===== config.mk =====
export PLATFORM = sky130hd
export DESIGN_NAME = pio_cfg_engine
export DESIGN_NICKNAME = d
export VERILOG_FILES = /design/src/rtl/pio_cfg_pkg.sv /design/src/rtl/pio_req_builder.sv /design/src/rtl/pio_xfer_fsm.sv /design/src/rtl/pio_cfg_engine.sv
export SDC_FILE = /design/constraint.sdc
export NUM_CORES = 1
export LEC_CHECK = 0
export ABC_AREA = 0
export ABC_CLOCK_PERIOD_IN_PS = 2700
export BUFFER_PORTS_ARGS = -buffer_cell sky130_fd_sc_hd__buf_2
export CAP_MARGIN = 25
export CORE_UTILIZATION = 50
export CTS_CLUSTER_DIAMETER = 120
export CTS_CLUSTER_SIZE = 14
export DETAILED_ROUTE_END_ITERATION = 7
export HOLD_SLACK_MARGIN = 0.03
export PLACE_DENSITY_LB_ADDON = 0.2
export SLEW_MARGIN = 15
export SYNTH_ARGS = -nofsm -noshare
export SYNTH_HDL_FRONTEND = slang
export SYNTH_HIERARCHICAL = 1
export SYNTH_SLANG_ARGS = --single-unit

===== constraint.sdc =====
create_clock -name clk -period 2.7 [get_ports clk]
set_input_delay 0.27 -clock clk [delete_from_list [all_inputs] [get_ports clk]]
set_output_delay 0.27 -clock clk [all_outputs]
set_load 0.05 [all_outputs]

===== src/rtl/pio_cfg_pkg.sv =====
package pio_cfg_pkg;

    localparam int DATA_W  = 32;
    localparam int RIDX_W  = 3;
    localparam int STRB_W  = DATA_W / 8;
    localparam int TGT_W   = 28;

    // register word indices
    localparam logic [RIDX_W-1:0] IDX_CTRL   = 3'd0;
    localparam logic [RIDX_W-1:0] IDX_TARGET = 3'd1;
    localparam logic [RIDX_W-1:0] IDX_WDATA  = 3'd2;
    localparam logic [RIDX_W-1:0] IDX_RDATA  = 3'd3;
    localparam logic [RIDX_W-1:0] IDX_START  = 3'd4;
    localparam logic [RIDX_W-1:0] IDX_ISR    = 3'd5;
    localparam logic [RIDX_W-1:0] IDX_STATUS = 3'd6;
    localparam logic [RIDX_W-1:0] IDX_TMO    = 3'd7;

    // completion codes
    localparam logic [2:0] CPL_OK   = 3'd0;
    localparam logic [2:0] CPL_UR   = 3'd1;
    localparam logic [2:0] CPL_RTRY = 3'd2;
    localparam logic [2:0] CPL_ABRT = 3'd4;

    localparam logic [DATA_W-1:0] RD_ONES = '1;
    localparam logic [DATA_W-1:0] RD_RTRY = 32'hFFFF_0001;

    typedef enum logic [1:0] {
        XS_IDLE  = 2'd0,
        XS_ISSUE = 2'd1,
        XS_WAIT  = 2'd2
    } xfer_state_e;

    typedef struct packed {
        logic [3:0]        typ;
        logic [DATA_W-1:0] addr;
        logic [STRB_W-1:0] strb;
        logic [DATA_W-1:0] wdata;
    } cfg_req_t;

    function automatic logic [3:0] pick_type(input logic is_wr, input logic local_bus);
        logic [3:0] t;
        t = is_wr ? 4'hA : 4'h8;
        return t | {3'b000, ~local_bus};
    endfunction

    function automatic logic [STRB_W-1:0] calc_strb(input logic [1:0] size, input logic [1:0] off);
        logic [STRB_W-1:0] base;
        case (size)
            2'd0:    base = 4'b0001;
            2'd1:    base = 4'b0011;
            default: base = 4'b1111;
        endcase
        return base << off;
    endfunction

endpackage


===== src/rtl/pio_req_builder.sv =====
module pio_req_builder
    import pio_cfg_pkg::*;
(
    input  logic [1:0]        size,
    input  logic              is_wr,
    input  logic [TGT_W-1:0]  target,
    input  logic [DATA_W-1:0] wdata,
    input  logic [7:0]        root_bus,
    output cfg_req_t          req,
    output logic              drop
);
    logic [7:0] bus;
    logic [4:0] dev;
    logic       local_bus;

    assign bus       = target[27:20];
    assign dev       = target[19:15];
    assign local_bus = (bus == root_bus);
    assign drop      = local_bus && (dev != 5'd0);

    always_comb begin
        req.typ   = pick_type(is_wr, local_bus);
        req.addr  = {4'b0000, target[27:2], 2'b00};
        req.strb  = calc_strb(size, target[1:0]);
        req.wdata = wdata;
    end
endmodule


===== src/rtl/pio_xfer_fsm.sv =====
module pio_xfer_fsm
    import pio_cfg_pkg::*;
#(
    parameter int TMO_W = 16
) (
    input  logic             clk,
    input  logic             rst,
    input  logic             launch,
    input  logic [TMO_W-1:0] tmo_limit,
    input  logic             req_ready,
    input  logic             rsp_valid,
    input  logic [2:0]       rsp_status,
    input  logic             rsp_err,
    output logic             busy,
    output logic             req_valid,
    output logic             done,
    output logic [2:0]       done_code,
    output logic             done_err,
    output logic             tmo_hit
);
    xfer_state_e      st;
    logic [TMO_W-1:0] cnt;
    logic             rsp_take;
    logic             req_take;

    assign busy      = (st != XS_IDLE);
    assign req_valid = (st == XS_ISSUE);
    assign rsp_take  = (st == XS_WAIT) && rsp_valid;
    assign req_take  = (st == XS_ISSUE) && req_ready;
    assign tmo_hit   = busy && (cnt >= tmo_limit) && !rsp_take && !req_take;
    assign done      = rsp_take || tmo_hit;
    assign done_code = tmo_hit ? CPL_ABRT : rsp_status;
    assign done_err  = tmo_hit || rsp_err;

    always_ff @(posedge clk) begin
        if (rst) begin
            st  <= XS_IDLE;
            cnt <= '0;
        end else begin
            case (st)
                XS_IDLE: begin
                    cnt <= '0;
                    if (launch) st <= XS_ISSUE;
                end
                XS_ISSUE: begin
                    cnt <= cnt + 1'b1;
                    if (tmo_hit)        st <= XS_IDLE;
                    else if (req_ready) st <= XS_WAIT;
                end
                XS_WAIT: begin
                    cnt <= cnt + 1'b1;
                    if (rsp_valid || tmo_hit) st <= XS_IDLE;
                end
                default: st <= XS_IDLE;
            endcase
        end
    end

    // the request is held until it is taken or the watchdog fires
    assert_valid_hold_R10: assert property (@(posedge clk) disable iff (rst)
        (req_valid && !req_ready && !tmo_hit) |=> req_valid);

    // a timeout always returns the engine to idle
    assert_tmo_idle_R9: assert property (@(posedge clk) disable iff (rst)
        tmo_hit |=> !busy);

    // a launch is only accepted from idle
    assert_launch_idle_R8: assert property (@(posedge clk) disable iff (rst)
        (launch && !busy) |=> (busy && req_valid));
endmodule


===== src/rtl/pio_cfg_engine.sv =====
module pio_cfg_engine
    import pio_cfg_pkg::*;
#(
    parameter int                TMO_W       = 16,
    parameter logic [TMO_W-1:0]  TMO_DEFAULT = 16'd1000
) (
    input  logic              clk,
    input  logic              rst,
    input  logic [7:0]        root_bus,
    input  logic              reg_we,
    input  logic [2:0]        reg_addr,
    input  logic [31:0]       reg_wdata,
    output logic [31:0]       reg_rdata,
    output logic              req_valid,
    input  logic              req_ready,
    output logic [3:0]        req_type,
    output logic [31:0]       req_addr,
    output logic [31:0]       req_wdata,
    output logic [3:0]        req_strb,
    input  logic              rsp_valid,
    input  logic [2:0]        rsp_status,
    input  logic              rsp_err,
    input  logic [31:0]       rsp_data
);
    localparam int CODE_LSB = 7;

    logic [1:0]        ctrl_size;
    logic              ctrl_wr;
    logic [TGT_W-1:0]  target;
    logic [DATA_W-1:0] wdata_r;
    logic [DATA_W-1:0] rdata_r;
    logic              isr;
    logic [2:0]        cpl_code;
    logic              np_flag;
    logic              err_flag;
    logic              ovr_flag;
    logic [TMO_W-1:0]  tmo_lim;
    logic [3:0]        last_type;
    logic              cur_wr;
    cfg_req_t          req_r;

    cfg_req_t          built;
    logic              drop;
    logic              busy;
    logic              done;
    logic [2:0]        done_code;
    logic              done_err;
    logic              tmo_hit;

    logic              start_wr;
    logic              launch;
    logic              drop_done;

    pio_req_builder u_build (
        .size     (ctrl_size),
        .is_wr    (ctrl_wr),
        .target   (target),
        .wdata    (wdata_r),
        .root_bus (root_bus),
        .req      (built),
        .drop     (drop)
    );

    assign start_wr  = reg_we && (reg_addr == IDX_START) && reg_wdata[0];
    assign launch    = start_wr && !busy && !drop;
    assign drop_done = start_wr && !busy && drop;

    pio_xfer_fsm #(.TMO_W(TMO_W)) u_fsm (
        .clk        (clk),
        .rst        (rst),
        .launch     (launch),
        .tmo_limit  (tmo_lim),
        .req_ready  (req_ready),
        .rsp_valid  (rsp_valid),
        .rsp_status (rsp_status),
        .rsp_err    (rsp_err),
        .busy       (busy),
        .req_valid  (req_valid),
        .done       (done),
        .done_code  (done_code),
        .done_err   (done_err),
        .tmo_hit    (tmo_hit)
    );

    function automatic logic [DATA_W-1:0] read_result(input logic [2:0] code, input logic e,
                                                      input logic [DATA_W-1:0] d);
        if (code == CPL_OK && !e) return d;
        if (code == CPL_RTRY)     return RD_RTRY;
        return RD_ONES;
    endfunction

    always_ff @(posedge clk) begin
        if (rst) begin
            ctrl_size <= 2'd0;
            ctrl_wr   <= 1'b0;
            target    <= '0;
            wdata_r   <= '0;
            rdata_r   <= '0;
            isr       <= 1'b0;
            cpl_code  <= CPL_OK;
            np_flag   <= 1'b0;
            err_flag  <= 1'b0;
            ovr_flag  <= 1'b0;
            tmo_lim   <= TMO_DEFAULT;
            last_type <= 4'h0;
            cur_wr    <= 1'b0;
            req_r     <= '0;
        end else begin
            if (reg_we) begin
                case (reg_addr)
                    IDX_CTRL: begin
                        ctrl_size <= reg_wdata[5:4];
                        ctrl_wr   <= reg_wdata[6];
                    end
                    IDX_TARGET: target  <= reg_wdata[TGT_W-1:0];
                    IDX_WDATA:  wdata_r <= reg_wdata;
                    IDX_TMO:    tmo_lim <= reg_wdata[TMO_W-1:0];
                    IDX_ISR:    if (reg_wdata[0]) isr <= 1'b0;
                    IDX_STATUS: if (reg_wdata[12]) ovr_flag <= 1'b0;
                    default: ;
                endcase
            end
            if (start_wr && busy) ovr_flag <= 1'b1;
            if (start_wr && !busy) begin
                last_type <= built.typ;
                cur_wr    <= ctrl_wr;
            end
            if (launch) req_r <= built;
            if (drop_done) begin
                isr      <= 1'b1;
                cpl_code <= CPL_OK;
                np_flag  <= 1'b1;
                err_flag <= 1'b0;
                if (!ctrl_wr) rdata_r <= RD_ONES;
            end
            if (done) begin
                isr      <= 1'b1;
                cpl_code <= done_code;
                np_flag  <= 1'b1;
                err_flag <= done_err;
                if (!cur_wr) rdata_r <= read_result(done_code, done_err, rsp_data);
            end
        end
    end

    always_comb begin
        reg_rdata = '0;
        case (reg_addr)
            IDX_CTRL:   reg_rdata = {25'd0, ctrl_wr, ctrl_size, last_type};
            IDX_TARGET: reg_rdata = {4'd0, target};
            IDX_WDATA:  reg_rdata = wdata_r;
            IDX_RDATA:  reg_rdata = rdata_r;
            IDX_START:  reg_rdata = {31'd0, busy};
            IDX_ISR:    reg_rdata = {31'd0, isr};
            IDX_STATUS: reg_rdata = {19'd0, ovr_flag, err_flag, np_flag,
                                     cpl_code, {CODE_LSB{1'b0}}};
            IDX_TMO:    reg_rdata[TMO_W-1:0] = tmo_lim;
            default:    reg_rdata = '0;
        endcase
    end

    assign req_type  = req_r.typ;
    assign req_addr  = req_r.addr;
    assign req_wdata = req_r.wdata;
    assign req_strb  = req_r.strb;

    // request fields do not move while waiting for acceptance
    assert_fields_stable_R10: assert property (@(posedge clk) disable iff (rst)
        (req_valid && !req_ready && !tmo_hit) |=>
            ($stable(req_addr) && $stable(req_type) && $stable(req_strb) && $stable(req_wdata)));

    // a launch attempt while busy raises the sticky flag
    assert_ovr_sticky_R8: assert property (@(posedge clk) disable iff (rst)
        (start_wr && busy) |=> ovr_flag);

    // every completion leaves interrupt status set
    assert_isr_on_done_R5: assert property (@(posedge clk) disable iff (rst)
        (done || drop_done) |=> isr);

    // a watchdog ending records completer abort with error
    assert_tmo_code_R9: assert property (@(posedge clk) disable iff (rst)
        tmo_hit |=> (cpl_code == CPL_ABRT && err_flag));

    // an issued request never carries an empty byte mask
    assert_strb_nonzero_R3: assert property (@(posedge clk) disable iff (rst)
        req_valid |-> (req_strb != 4'b0000));

    // the upper nibble of the address word is always zero
    assert_addr_top_R2: assert property (@(posedge clk) disable iff (rst)
        req_valid |-> (req_addr[31:28] == 4'b0000));
endmodule


[Word level (Yosys, flattened, before mapping)]
Cells that the tools add are included.
Operators by class
  magnitude comparators: 1
  equality and inequality tests: 15
  shift-type cells: 1
  reductions and logical operators: 43
  multiplexer cells: 43
  bitwise logic cells: 2
  add/subtract/negate cells: 1
Operators with widths (number)
  $mux W32: 8
  $pmux W16 S8: 1
  $pmux W16 S3: 1
  $pmux W16 S2: 1
  $mux W1: 22
  $add A16 B1 Y16 const B: 1
  $ge A16 B16 Y1: 1
  $logic_and A1 B1 Y1: 13
  $eq A3 B3 Y1 const B: 4
  $reduce_bool A2 Y1: 6
  $mux W2: 5
  $eq A3 B2 Y1 const B: 3
  $mux W3: 3
  $reduce_and A3 Y1: 3
  $reduce_bool A3 Y1: 3
  $eq A8 B8 Y1: 1
  $pmux W4 S2: 1
  $reduce_and A2 Y1: 4
  $logic_not A3 Y1: 2
  $pmux W2 S3: 1
  $logic_not A1 Y1: 5
  $reduce_bool A5 Y1: 1
  $eq A2 B1 Y1 const B: 2
  $logic_not A2 Y1: 2
  9 further kinds: 12
Word-level totals
  word-level logic and storage cells: 125
  output and inout bits: 105
  bits of input ports: 84
  flip-flop bits (word level): 207

[Logic depth before layout (Yosys ltp)]
Gate-level depths: netlist (run 1).
  depth after elaboration: 20
  depth in mapped cells: 12
  depth with buffers taken out: 11

[Cells and area by module]
The synthesis (run 1) kept the hierarchy.
Modules (own cells, without submodules)
  pio_cfg_engine: area each 8056.5 µm², seq. area each 3903.7 µm², cells each 1007, instances 1
  pio_xfer_fsm: area each 1327.5 µm², seq. area each 360.3 µm², cells each 159, instances 1
  pio_req_builder: area each 650.6 µm², seq. area each 0.0 µm², cells each 89, instances 1

[Worst setup path after synthesis (run 1)]
OpenSTA, ideal clock, no wires.
  kind: register -> register
  start point: register u_fsm.st[1]
  end point: register rdata_r[21]
  data arrival time: 2813 ps
  data required time: 2559 ps
  slack: -254 ps
  buffers on the path: 1
  cell stages (with the launch flop): 11
  clock period less this slack: 2954 ps
  library setup time: 141 ps
  cell sequence: dfxtp_1 inv_1 ha_1 a221oi_1 o211ai_2 and3_1 nor4_2 nand2_1 clkbuf_1 nor2_1 nor3_2
Between the ends
  elaborated cells between the ends (all ways): 35
  classes of those cells: 3 x eq/ne; 16 x mux; 16 x reduce/logical
RTL lines
  start, declared: RTL line pio_xfer_fsm.sv:21  | xfer_state_e st;
  start signal, assigned: RTL line pio_xfer_fsm.sv:37  | st <= XS_IDLE;
  start signal, assigned: RTL line pio_xfer_fsm.sv:43  | if (launch) st <= XS_ISSUE;
  start signal, assigned: RTL line pio_xfer_fsm.sv:47  | if (tmo_hit) st <= XS_IDLE;
  $eq A2 B1 Y1 *
  named net req_valid: RTL line pio_cfg_engine.sv:14  | output logic req_valid,
  $logic_and A1 B1 Y1 *: RTL line pio_xfer_fsm.sv:29  | assign req_take = (st == XS_ISSUE) && req_ready;
  $logic_not A1 Y1 *: RTL line pio_xfer_fsm.sv:30  | assign tmo_hit = busy && (cnt >= tmo_limit) && !rsp_take && !req_take;
  $logic_and A1 B1 Y1 *: RTL line pio_xfer_fsm.sv:30
  $mux W3 *: RTL line pio_xfer_fsm.sv:32  | assign done_code = tmo_hit ? CPL_ABRT : rsp_status;
  named net done_code[0]: RTL line pio_cfg_engine.sv:46  | logic [2:0] done_code;
  $eq A3 B2 Y1: RTL line pio_cfg_engine.sv:88  | if (code == CPL_RTRY) return RD_RTRY;
  $mux W1 (2 in a row): RTL line pio_cfg_engine.sv:88
  $mux W1: RTL line pio_cfg_engine.sv:141  | if (!cur_wr) rdata_r <= read_result(done_code, done_err, rsp_data);
  $mux W1: RTL line pio_cfg_engine.sv:136  | if (done) begin
  $mux W1: RTL line pio_cfg_engine.sv:93  | if (rst) begin
  $mux W32: RTL line pio_cfg_engine.sv:89  | return RD_ONES;
  $mux W32 *: RTL line pio_cfg_engine.sv:88
  $mux W32 *: RTL line pio_cfg_engine.sv:141
  $mux W32 *: RTL line pio_cfg_engine.sv:136
  end signal, assigned: RTL line pio_cfg_engine.sv:141
  end, declared: RTL line pio_cfg_engine.sv:31  | logic [DATA_W-1:0] rdata_r;
The timed path passes the listed nets; every way through them passes the cells marked *. The select of a mux whose other input is x is not followed.
A chain may end at the register's enable or synchronous reset.

[Worst setup path in the final report (run 1)]
  start point: register u_fsm.cnt[13]
  end point: register rdata_r[15]
Between the ends
  elaborated cells between the ends (all ways): 25
  classes of those cells: 1 x order compare; 1 x eq/ne; 15 x mux; 8 x reduce/logical
RTL lines
  start, declared: RTL line pio_xfer_fsm.sv:22  | logic [TMO_W-1:0] cnt;
  start signal, assigned: RTL line pio_xfer_fsm.sv:46  | cnt <= cnt + 1'b1;
  start signal, assigned: RTL line pio_xfer_fsm.sv:51  | cnt <= cnt + 1'b1;
  $ge A16 B16 Y1: RTL line pio_xfer_fsm.sv:30
  $logic_and A1 B1 Y1 (3 in a row): RTL line pio_xfer_fsm.sv:30
  $logic_or A1 B1 Y1: RTL line pio_xfer_fsm.sv:33  | assign done_err = tmo_hit || rsp_err;
  named net done_err: RTL line pio_cfg_engine.sv:47  | logic done_err;
  $logic_not A1 Y1: RTL line pio_cfg_engine.sv:87  | if (code == CPL_OK && !e) return d;
  $logic_and A1 B1 Y1: RTL line pio_cfg_engine.sv:87
  $mux W1: RTL line pio_cfg_engine.sv:87
  $mux W1: RTL line pio_cfg_engine.sv:141
  $mux W1: RTL line pio_cfg_engine.sv:136
  $mux W1: RTL line pio_cfg_engine.sv:93
  $mux W32: RTL line pio_cfg_engine.sv:88
  $mux W32: RTL line pio_cfg_engine.sv:141
  $mux W32: RTL line pio_cfg_engine.sv:136
The timed path passes the listed nets, and every way through them passes these cells. The select of a mux whose other input is x is not followed.

==> impl_metrics.env, run 1 <==
export IMPL_via_per_inst=5.40
export IMPL_criticalPathCategory="reg2reg"
export IMPL_power_total_uw=7020
export IMPL_drcViolationCount=0
export IMPL_dr_pass1_iters=5
export IMPL_cts_sinks=213
export IMPL_worst_path_max_delay_cell="dfxtp_1"
export IMPL_worstPathCellList="ha_1 > a211oi_1 > nor2_1 > o31ai_4 > nand3b_1 > buf_4 > inv_1 > o211ai_1 > buf_6 > a21oi_1 > nor3_2"
export IMPL_clk_latency_ps=500
export IMPL_setup_viol_count_final=0
export IMPL_stdcell_count=1666
export IMPL_wl_per_cell_microns=17.6
export IMPL_ys_warnings_count=6
export IMPL_critical_path_depth=11
export IMPL_drive_gt1_share_pct=26.2
export IMPL_relSlewSlack_pct=55.4
export IMPL_rows=51
export IMPL_io_pins=189
export IMPL_cts_buffer_depth=3
export IMPL_worstPathMaxFanout=15
export IMPL_power_leakage_uw=0.00483
export IMPL_dpl_hpwl_microns=20500
export IMPL_antenna_left=0
export IMPL_gp_congestion=0.964
export IMPL_via_count=8998
export IMPL_period_share_pct=98.2
export IMPL_path_delay_family="compound AO/OA/AOI/OAI gates"
export IMPL_first_global_vias=7879
export IMPL_syn_to_final_growth_pct=19.3
export IMPL_layout_common_cells="nand2_1, dfxtp_1, buf_2, a21oi_1, nor2_1"
export IMPL_cts_tree="yes"
export IMPL_syn_cell_area_sq_um=10000
export IMPL_grt_pass1_wl_microns=43700
export IMPL_final_common_cell="nand2_1"
export IMPL_syn_area_per_cell_sq_um=8.00
export IMPL_max_stage_delay_ps=430
export IMPL_grt_max_degree=83
export IMPL_max_cap_violations=0
export IMPL_hold_path_class="in2reg"
export IMPL_cts_htree_levels=1
export IMPL_start_util_pct=51.2
export IMPL_cellPowerDensity_nw_per_um2=587
export IMPL_fmax_mhz=377
export IMPL_cp_end_kind="register"
export IMPL_dieArea_sq_um=20600
export IMPL_fp_dieW_microns=144
export IMPL_worstPathRequired_ps=3060
export IMPL_worstSetupEndpoint="rdata_r[15]"
export IMPL_numCtsBuffers=19
export IMPL_finalHoldWorstSlack_ps=35.0
export IMPL_core_area_sq_um=19600
export IMPL_finalInstanceArea_sq_um=12000
export IMPL_path_clk_slew_ps=70
export IMPL_netlist_instances=1254
export IMPL_tightest_slew_ps=669
export IMPL_r2r_end="rdata_r[15]"
export IMPL_hold_viol_final=0
export IMPL_vdd_drop_max_mv=0.400
export IMPL_utilization_pct=61.1
export IMPL_finish_net_count=1505
export IMPL_clock_root_buffer="clkbuf_16"
export IMPL_track_usage_pct=27.2
export IMPL_post_place_cells=1615
export IMPL_antenna_found_initial=0
export IMPL_arrival_ps=3010
export IMPL_placed_area_sq_um=10900
export IMPL_r2r_worst_path_cells=11
export IMPL_fill_cells=1829
export IMPL_startpoint="u_fsm/cnt[13]"
export IMPL_status="complete, no violations"
export IMPL_path_buf_inv=3
export IMPL_min_period_ps=2650
export IMPL_r2r_start="u_fsm/cnt[13]"
export IMPL_clock_skew_ps=19.8
export IMPL_port_buffers=188
export IMPL_drtIter0Drc=745
export IMPL_final_max_slew_viol_count=0
export IMPL_drt_total_wl_microns=29300
export IMPL_reg2reg_slack_ps=50
export IMPL_overflow=0
export IMPL_die_h_microns=144
export IMPL_worst_setup_path_start_kind="register"
==> power by group <==
| part | switching (uW) | internal (uW) | total [uW] |
|---|---|---|---|
| clock network | 1140 | 1260 | 2410 |
| logic | 756 | 467 | 1220 |
| registers | 122 | 3270 | 3390 |
| total | 2020 | 5000 | 7020 |
==> sequential cells by signal, indices dropped and copies added (netlist names) <==
| register | flops |
|---|---|
| ctrl_size | 2 |
| u_fsm/cnt | 16 |
| last_type | 4 |
| np_flag | 1 |
| req_type | 4 |
| req_wdata | 32 |
| u_fsm/st | 2 |
| cpl_code | 3 |
| target | 28 |
| req_addr | 32 |
| isr | 1 |
| req_strb | 4 |
| ctrl_wr | 1 |
| tmo_lim | 16 |
| rdata_r | 32 |
| err_flag | 1 |
| wdata_r | 32 |
| cur_wr | 1 |
| ovr_flag | 1 |
==> worst min-delay path: stages <==
cell and delay (ps):
buf_2 90, nor2_2 40, nor3_2 80
==> metal layers <==
layer	share of wire (%)	vias up	routed length, microns	GRT usage [%]
li1	-	4409	-	-
met1	48	4202	14100	42.7
met2	43	337	12500	38.0
met3	6.5	50	1920	3.30
met4	2.6	0	767	7.95
met5	0	-	0	0
==> final cells by class <==
| cell class | count | area (sq um) | area share (%) |
|---|---|---|---|
| clock inverter | 2 | 25.0 | 0.209 |
| multi-input combinational | 875 | 5060 | 42.3 |
| timing repair buffer | 262 | 1680 | 14.0 |
| inverter | 29 | 109 | 0.910 |
| sequential | 213 | 4280 | 35.7 |
| clock buffer | 19 | 475 | 3.97 |
| tap | 265 | 332 | 2.77 |
| antenna | 1 | 2.50 | 0.0209 |
==> repair_timing <==
item | CTS | global route
pin swaps | 2 | 11
endpoints found under the hold margin | 26 | 0
setup endpoints to repair | 29 | 35
resized for setup | 9 | 48
buffers inserted | 1 | 4
hold buffers | 22 | 0
cloned | 1 | 3
==> per-stage QoR <==
stage / TNS (ps) / setup WS [ps]
after global placement: 0 / 13.4
after global routing: -285 / -74.2
after floorplan: 0 / 17.0
after detailed placement: -997 / -75.6
final: 0 / 48.6
after CTS: 0 / 22.5
==> how the worst min path moves through the flow <==
stage / endpoint / from / slack, ps / cells past startpoint
after floorplan: tmo_lim[6] / reg_wdata[6] / 390 / 2
after global placement: req_addr[10] / req_addr[10] / 440 / 2
after detailed placement: req_addr[15] / req_addr[15] / 440 / 2
after CTS: wdata_r[31] / reg_wdata[31] / 30 / 3
after global routing: wdata_r[23] / reg_wdata[23] / 40 / 3
final: rdata_r[18] / rsp_data[18] / 30 / 3
Power figures use the tool's default switching activity.
==> run 2, diff against run 1 <==
--- a/config.mk
+++ b/config.mk
@@ -9,6 +9,7 @@
 export ABC_CLOCK_PERIOD_IN_PS = 2700
 export BUFFER_PORTS_ARGS = -buffer_cell sky130_fd_sc_hd__buf_2
 export CAP_MARGIN = 25
+export CORE_ASPECT_RATIO = 1.1
 export CORE_UTILIZATION = 50
 export CTS_CLUSTER_DIAMETER = 120
 export CTS_CLUSTER_SIZE = 14
==> run 2 against run 1 <==
- final cell count fell by 0.90%
- global-route usage fell by 0.47 points
- sequential cell count did not move
- register-to-register slack improved by 50 ps
- die area barely moved
- via count fell by 1.5%
- largest cell class unchanged
==> impl_metrics.env, run 2 (same netlist as run 1, synthesis figures left out) <==
export IMPL_vdd_drop_max_mv=0.564
export IMPL_status="complete, no violations"
export IMPL_cellPowerDensity_nw_per_um2=584
export IMPL_clk_latency_ps=500
export IMPL_io_pins=189
export IMPL_tightest_slew_ps=606
export IMPL_antenna_left=0
export IMPL_worstHoldStart="reg_wdata[16]"
export IMPL_drt_total_wl_microns=28600
export IMPL_drive_gt1_share_pct=24.6
export IMPL_finish_net_count=1509
export IMPL_cts_htree_levels=1
export IMPL_place_ws_ps=-74.5
export IMPL_dieArea_sq_um=20600
export IMPL_path_clk_slew_ps=70
export IMPL_drtIter0Drc=724
export IMPL_power_leakage_uw=0.00484
export IMPL_r2r_start="u_fsm/st[0]"
export IMPL_fill_cells=1723
export IMPL_final_max_slew_viol_count=0
export IMPL_clock_root_buffer="clkbuf_16"
export IMPL_fp_dieW_microns=137
export IMPL_hold_viol_final=0
export IMPL_wl_per_cell_microns=17.3
export IMPL_rows=53
export IMPL_power_total_uw=6980
export IMPL_cts_sinks=213
export IMPL_cp_end_kind="register"
export IMPL_dr_pass1_iters=5
export IMPL_final_common_cell="nand2_1"
export IMPL_period_share_pct=96.3
export IMPL_max_cap_violations=0
export IMPL_start_util_pct=51.8
export IMPL_startpoint="u_fsm/st[0]"
export IMPL_track_usage_pct=26.7
export IMPL_via_per_inst=5.37
export IMPL_first_global_vias=8030
export IMPL_fmax_mhz=385
export IMPL_die_h_microns=151
export IMPL_diodes=0
export IMPL_grt_max_degree=73
export IMPL_core_area_sq_um=19400
export IMPL_worstPathRequired_ps=3060
export IMPL_grt_pass1_wl_microns=43300
export IMPL_worstPathMaxFanout=9
export IMPL_relSlewSlack_pct=59.6
export IMPL_hold_path_class="in2reg"
export IMPL_gp_congestion=0.923
export IMPL_antenna_found_initial=0
export IMPL_clock_skew_ps=18.8
export IMPL_rsz0062_at_grt="true"
export IMPL_drcViolationCount=0
export IMPL_dpl_hpwl_microns=19800
export IMPL_setup_viol_count_final=0
export IMPL_overflow=0
export IMPL_worst_path_max_delay_cell="a221oi_4"
export IMPL_syn_to_final_growth_pct=19.2
export IMPL_cts_tree="yes"
export IMPL_criticalPathCategory="reg2reg"
export IMPL_setup_ws_ps=101
export IMPL_max_stage_delay_ps=450
export IMPL_port_buffers=188
export IMPL_min_period_ps=2600
export IMPL_numCtsBuffers=19
export IMPL_worstPathCellList="inv_1 > ha_1 > a221oi_4 > o31ai_4 > and3_1 > nor4_4 > buf_6 > nand2_8 > nor2_2 > nor3_2"
export IMPL_placed_area_sq_um=10900
export IMPL_arrival_ps=2960
export IMPL_finalInstanceArea_sq_um=12000
export IMPL_cts_buffer_depth=3
export IMPL_via_count=8863
export IMPL_worst_setup_path_start_kind="register"
export IMPL_layout_common_cells="nand2_1, dfxtp_1, buf_2, a21oi_1, nor2_1"
## run 2: cell count changes in the layout (fill, tap and decap cells not counted), sizes merged
cell         change
clkbuf           -1
buf              -8
diode            -1
dlygate4sd3     +13
## run 2: through the flow
stage	cells	hold WS, ps	TNS (ps)	utilization [%]
after floorplan	1260	391	0	-
after global placement	1590	440	0	56.1
after detailed placement	1590	444	-957	56.1
after CTS	1648	31.0	0	60.7
after global routing	1651	39.1	-11.2	61.8
final	1651	38.1	0	61.8
## run 2: final cells by class
type	instances	area, sq um	share of cell area, %
well taps	247	309	2.58
repair buffers	266	1740	14.6
clock buffers	19	475	3.98
flip-flops and latches	213	4270	35.7
inverters	29	109	0.910
multi-input cells	875	5030	42.1
clock inverters	2	25.0	0.209
## run 2: worst paths after layout
| path | to | slack, ps | cells past startpoint |
|---|---|---|---|
| setup reg to reg | rdata_r[26] | 100 | 10 |
| hold / removal | target[16] | 40 | 3 |
| hold reg to reg | req_addr[10] | 450 | 2 |
| setup / recovery | rdata_r[26] | 100 | 10 |
## run 2: per-layer routing
layer / up-vias / GRT usage [%] / wire, microns
li1: 4422 / - / -
met1: 4080 / 39.4 / 13600
met2: 313 / 40.0 / 12400
met3: 48 / 3.47 / 1810
met4: 0 / 8.57 / 771
met5: - / 0 / 0
## run 2: repair_timing
action,4_1_cts,5_1_grt
resized for setup,5,37
gates cloned,1,1
hold endpoints to repair,46,0
hold buffers,35,0
setup endpoints to repair,32,35
pin swaps,2,5
buffers inserted,1,3
## run 2: worst max-delay path, delay by kind of cell (launching register included)
| kind | cells | cell delay [ps] |
|---|---|---|
| and+or+nand+nor | 5 | 880 |
| AOI/OAI and AO/OA | 2 | 640 |
| DFF | 1 | 390 |
| buffers and inverters | 2 | 290 |
| adders and majority gates | 1 | 260 |
## run 2: where the power goes
group / internal (uW) / switching (uW) / leakage [uW]
clock network: 1260 / 1160 / 0.000246
logic: 448 / 729 / 0.00287
registers: 3270 / 117 / 0.00172
total: 4980 / 2010 / 0.00484
